==> config.mk <==
export PLATFORM = sky130hd
export DESIGN_NAME = hybrid_dir_pred
export DESIGN_NICKNAME = d
export VERILOG_FILES = /design/src/rtl/hybrid_dir_pred.sv
export SDC_FILE = /design/constraint.sdc
export NUM_CORES = 1
export LEC_CHECK = 0
export CAP_MARGIN = 20
export CORE_MARGIN = 1.5
export CORE_UTILIZATION = 55
export DETAILED_ROUTE_END_ITERATION = 16
export DONT_BUFFER_PORTS = 1
export PLACE_DENSITY = 0.7
export SETUP_SLACK_MARGIN = 0.1
export SYNTH_ARGS = -nofsm -noshare
export SYNTH_HDL_FRONTEND = slang
export SYNTH_SLANG_ARGS = --single-unit
==> constraint.sdc <==
create_clock -name clk -period 4.91 [get_ports clk]
set_clock_uncertainty 0.1 [all_clocks]
set_input_delay 0.2455 -clock clk [delete_from_list [all_inputs] [get_ports clk]]
set_output_delay 0.2455 -clock clk [all_outputs]
set_load 0.03 [all_outputs]
==> src/rtl/hybrid_dir_pred.sv <==
module hybrid_dir_pred #(
  parameter int PC_W    = 32,
  parameter int T_IDX_W = 4,
  parameter int B_IDX_W = 6
) (
  input  logic            clk,
  input  logic            rst_n,
  input  logic [PC_W-3:0] lk_addr,
  output logic            lk_taken,
  output logic            lk_hit,
  input  logic            tr_en,
  input  logic [PC_W-3:0] tr_addr,
  input  logic            tr_taken
);
  localparam int AW    = PC_W - 2;
  localparam int T_N   = 1 << T_IDX_W;
  localparam int B_N   = 1 << B_IDX_W;
  localparam int TAG_W = AW - T_IDX_W;

  logic [1:0]       tcnt [T_N];
  logic [TAG_W-1:0] ttag [T_N];
  logic [T_N-1:0]   tval;
  logic [1:0]       bcnt [B_N];

  function automatic logic [1:0] sat_step(input logic [1:0] c, input logic up);
    if (up) return (c == 2'b11) ? c : c + 2'd1;
    return (c == 2'b00) ? c : c - 2'd1;
  endfunction

  logic [T_IDX_W-1:0] lk_ti, tr_ti;
  logic [B_IDX_W-1:0] lk_bi, tr_bi;
  logic [TAG_W-1:0]   lk_tg, tr_tg;
  logic [1:0]         lk_ctr, tr_tnx, tr_bnx;
  logic               tr_hit;

  assign lk_ti = lk_addr[T_IDX_W-1:0];
  assign lk_bi = lk_addr[B_IDX_W-1:0];
  assign lk_tg = lk_addr[AW-1:T_IDX_W];
  assign tr_ti = tr_addr[T_IDX_W-1:0];
  assign tr_bi = tr_addr[B_IDX_W-1:0];
  assign tr_tg = tr_addr[AW-1:T_IDX_W];

  assign lk_hit   = tval[lk_ti] && (ttag[lk_ti] == lk_tg);
  assign lk_ctr   = lk_hit ? tcnt[lk_ti] : bcnt[lk_bi];
  assign lk_taken = lk_ctr[1];

  assign tr_hit = tval[tr_ti] && (ttag[tr_ti] == tr_tg);
  assign tr_tnx = sat_step(tcnt[tr_ti], tr_taken);
  assign tr_bnx = sat_step(bcnt[tr_bi], tr_taken);

  always_ff @(posedge clk) begin
    if (!rst_n) begin
      tval <= '0;
      for (int i = 0; i < T_N; i++) begin
        tcnt[i] <= 2'b01;
        ttag[i] <= '0;
      end
      for (int i = 0; i < B_N; i++) bcnt[i] <= 2'b01;
    end else if (tr_en) begin
      if (tr_hit) begin
        tcnt[tr_ti] <= tr_tnx;
      end else begin
        bcnt[tr_bi] <= tr_bnx;
        tcnt[tr_ti] <= tr_bnx;
        ttag[tr_ti] <= tr_tg;
        tval[tr_ti] <= 1'b1;
      end
    end
  end
endmodule


==> results.yml <==
synth:
  synth_flop_cell: "edfxtp_1"
  syn_avg_cell_area_um2: 13.89
  synth_fp_nets: 2351
  synth_seq_area_share_pct: 55.46
  syn_inst: 2287
  yosysWarningCount: 0
  postSynth.asyncResetShare_pct: 0
  synth_edf_count: 576
  ys_seq_elements: 592
  synth.distinct_cells: 60
  synth_area_um2: 31770
finish:
  final_common_cell: "edfxtp_1"
  regArea_um2: 17620
  fill_cells: 4043
  final_cell_mix: "576 x edfxtp_1, 365 x and2_1, 245 x mux4_2"
  multiInputGateArea_um2: 13270
  diodes: 0
  drive_gt1_share_pct: 21.69
  area.growth.synth_to_final_pct: 12.92
  nets: 2334
global_routing:
  antenna_found_initial: 2
  gr-usage-all-layers_pct: 35.24
  grt-ovfl-total: 0
  grt_pass1_wl_um: 149400
  met2_usage_pct: 53.31
  grt_max_degree: 162
  grt_pass1_vias: 21600
  use_met1_pct: 48.45
  grt_busiest_layer: "met2"
  use_met3_pct: 9.385
clock_tree:
  cts.path.max_buffers: 3
  path_clk_slew_ns: 0.06
  htree_num_levels: 3
  cts_root_buf: "clkbuf_16"
  cts_sinks: 592
  cts_buffers: 67
  clkLatencyLatePin_ns: 0.62
  cts_tree: "built"
  cts_setup_buffers: 0
power:
  p_per_area_nw_per_um2: 345.8
  p_leak_nw: 12.41
  ir_worst_vdd_mv: 0.2385
  finalPower_mw: 12.40
placement:
  numPortBuffers: 0
  gp_congestion: 0.9396
  dpl.hpwl_um: 62020
timing:
  relSlewSlack_pct: 22.08
  final.period_utilization_pct: 95.27
  fin_crit_ns: 4.678
  fmax_mhz: 213.8
  rsz0062_at_grt: "false"
  worst_pin_slew_ns: 1.166
  report.final.slew_viol_count: 0
  hold_viol_final: 0
  setup_viol: 0
  fin_tns_setup_ns: 0
min_path:
  hp-class: "input pin to flop"
  min_from: "tr_addr[7]"
drt:
  first_pass_iters: 8
  route.detailed.drc: 0
  vias_per_cell: 7.027
  vias: 21640
  finalWirelength_um: 103400
  drt-wirelength-per-cell_um: 33.58
  drt_first_iter_violations: 3091
  postRouteAntennaNets: 0
floorplan:
  initial_core_util_pct: 56.01
  boundaryPins: 66
  core-area_um2: 56710
  fp.dieH_um: 243.3
  die_area_um2: 59210
  row_count: 87
  die_width_um: 243.3
critical_path:
  path_cells: "mux4_2 -> nor2b_1 -> a211oi_1 -> a21oi_1 -> xor2_1 -> nor4_2 -> nand4_1 -> nor4_4 -> mux2_2"
  worst_path_largest_cell_delay_ns: 0.56
  critPathRequiredTime_ns: 4.56
  cp.arrival_ns: 4.33
  worst_setup_path_start_kind: "flop"
  crit_start: "ttag[2][19]"
  cp_max_fo: 2
  cpMaxStageDelayCell: "nor4_4"
  crit_type: "flop to output pin"
  reg2reg_from: "ttag[9][20]"
  critPathCaptureType: "output pin"
outcome:
  outcome: "complete, no violations"
job:
  drv_cap: 0
## Yosys cell counts, types with 9 or more instances
master	n	share of area [%]
nor4_1	9	0.18
mux4_2	245	17
buf_4	22	0.52
buf_1	22	0.26
a22o_1	11	0.30
and3_1	28	0.55
nor2b_1	10	0.20
and2_1	365	7.2
xnor2_1	15	0.41
dfxtp_1	16	1.0
buf_2	51	0.80
nor3_1	26	0.41
o21ai_0	75	1.2
a22oi_1	53	1.3
nand2_1	176	2.1
clkbuf_1	138	1.6
nand3_1	18	0.28
mux2i_1	158	5.0
xor2_1	25	0.69
a21oi_1	22	0.35
nor2_1	129	1.5
nand4_1	17	0.33
edfxtp_1	576	54
## critical path: cells and delay by family, from the launching register on
kind,cells,cell delay (ns)
XOR/XNOR,1,0.20
flip-flops,1,0.40
multiplexers,2,0.94
AND/OR/NAND/NOR,4,1.51
AO/OA/AOI/OAI,2,0.65
## power breakdown
| group | leakage [nW] | internal [mW] | total [mW] | switching, mW |
|---|---|---|---|---|
| Combinational | 5.84 | 0.605 | 1.31 | 0.701 |
| Sequential | 5.49 | 5.78 | 5.91 | 0.136 |
| Clock | 1.08 | 3.08 | 5.19 | 2.11 |
## metrics by stage
stage	worst slack (ns)	util, %	cell area, µm²	hold WS [ns]	std cells
3_3_place_gp	0.5696	58.71	33300	0.2833	2926
5_1_grt	0.1385	63.24	35870	0.08897	3080
3_5_place_dp	0.5201	58.71	33300	0.2820	2926
4_1_cts	0.2018	63.22	35850	0.04326	3079
2_1_floorplan	0.3922	-	31770	0.3291	2287
6_report	0.2321	63.24	35870	0.06611	3080
## path summary, 6_finish.rpt
check | end | cells past startpoint | slack, ns
max | lk_taken | 9 | 0.23
min | ttag[5][3] | 2 | 0.07
max reg2reg | bcnt[43][1] | 11 | 0.41
min reg2reg | tval[12] | 2 | 0.36
## cell families after synthesis
group / synth area share [%]
flops: 55.46
buf+inv: 3.344
fa+ha+maj: 0.09454
simple gates: 13.21
compound gates: 4.364
mux: 22.42
xor+xnor: 1.103
## layer usage
metal	routed length, µm	up-vias
met5	0	-
met4	4520	0
met3	14640	260
met2	46920	1748
met1	37350	10950
li1	-	8684
## state kept, by name, indices dropped and copies added (netlist names)
register and count:
tcnt 32, tval 16, ttag 416, bcnt 128
## final cells by class
type / count / area share [%]
clock buffers: 89 / 5.023
clock inverters: 34 / 1.196
inverters: 5 / 0.05232
multi-input cells: 1455 / 36.99
flip-flops and latches: 592 / 49.12
well taps: 756 / 2.637
repair buffers: 149 / 4.981
## what timing repair did
item                                   CTS  global route
endpoints found under the hold margin  994             0
setup endpoints to repair                1             1
hold buffers                            30             0
gates resized for setup                  1             1
(Power assumes the default switching activity.)
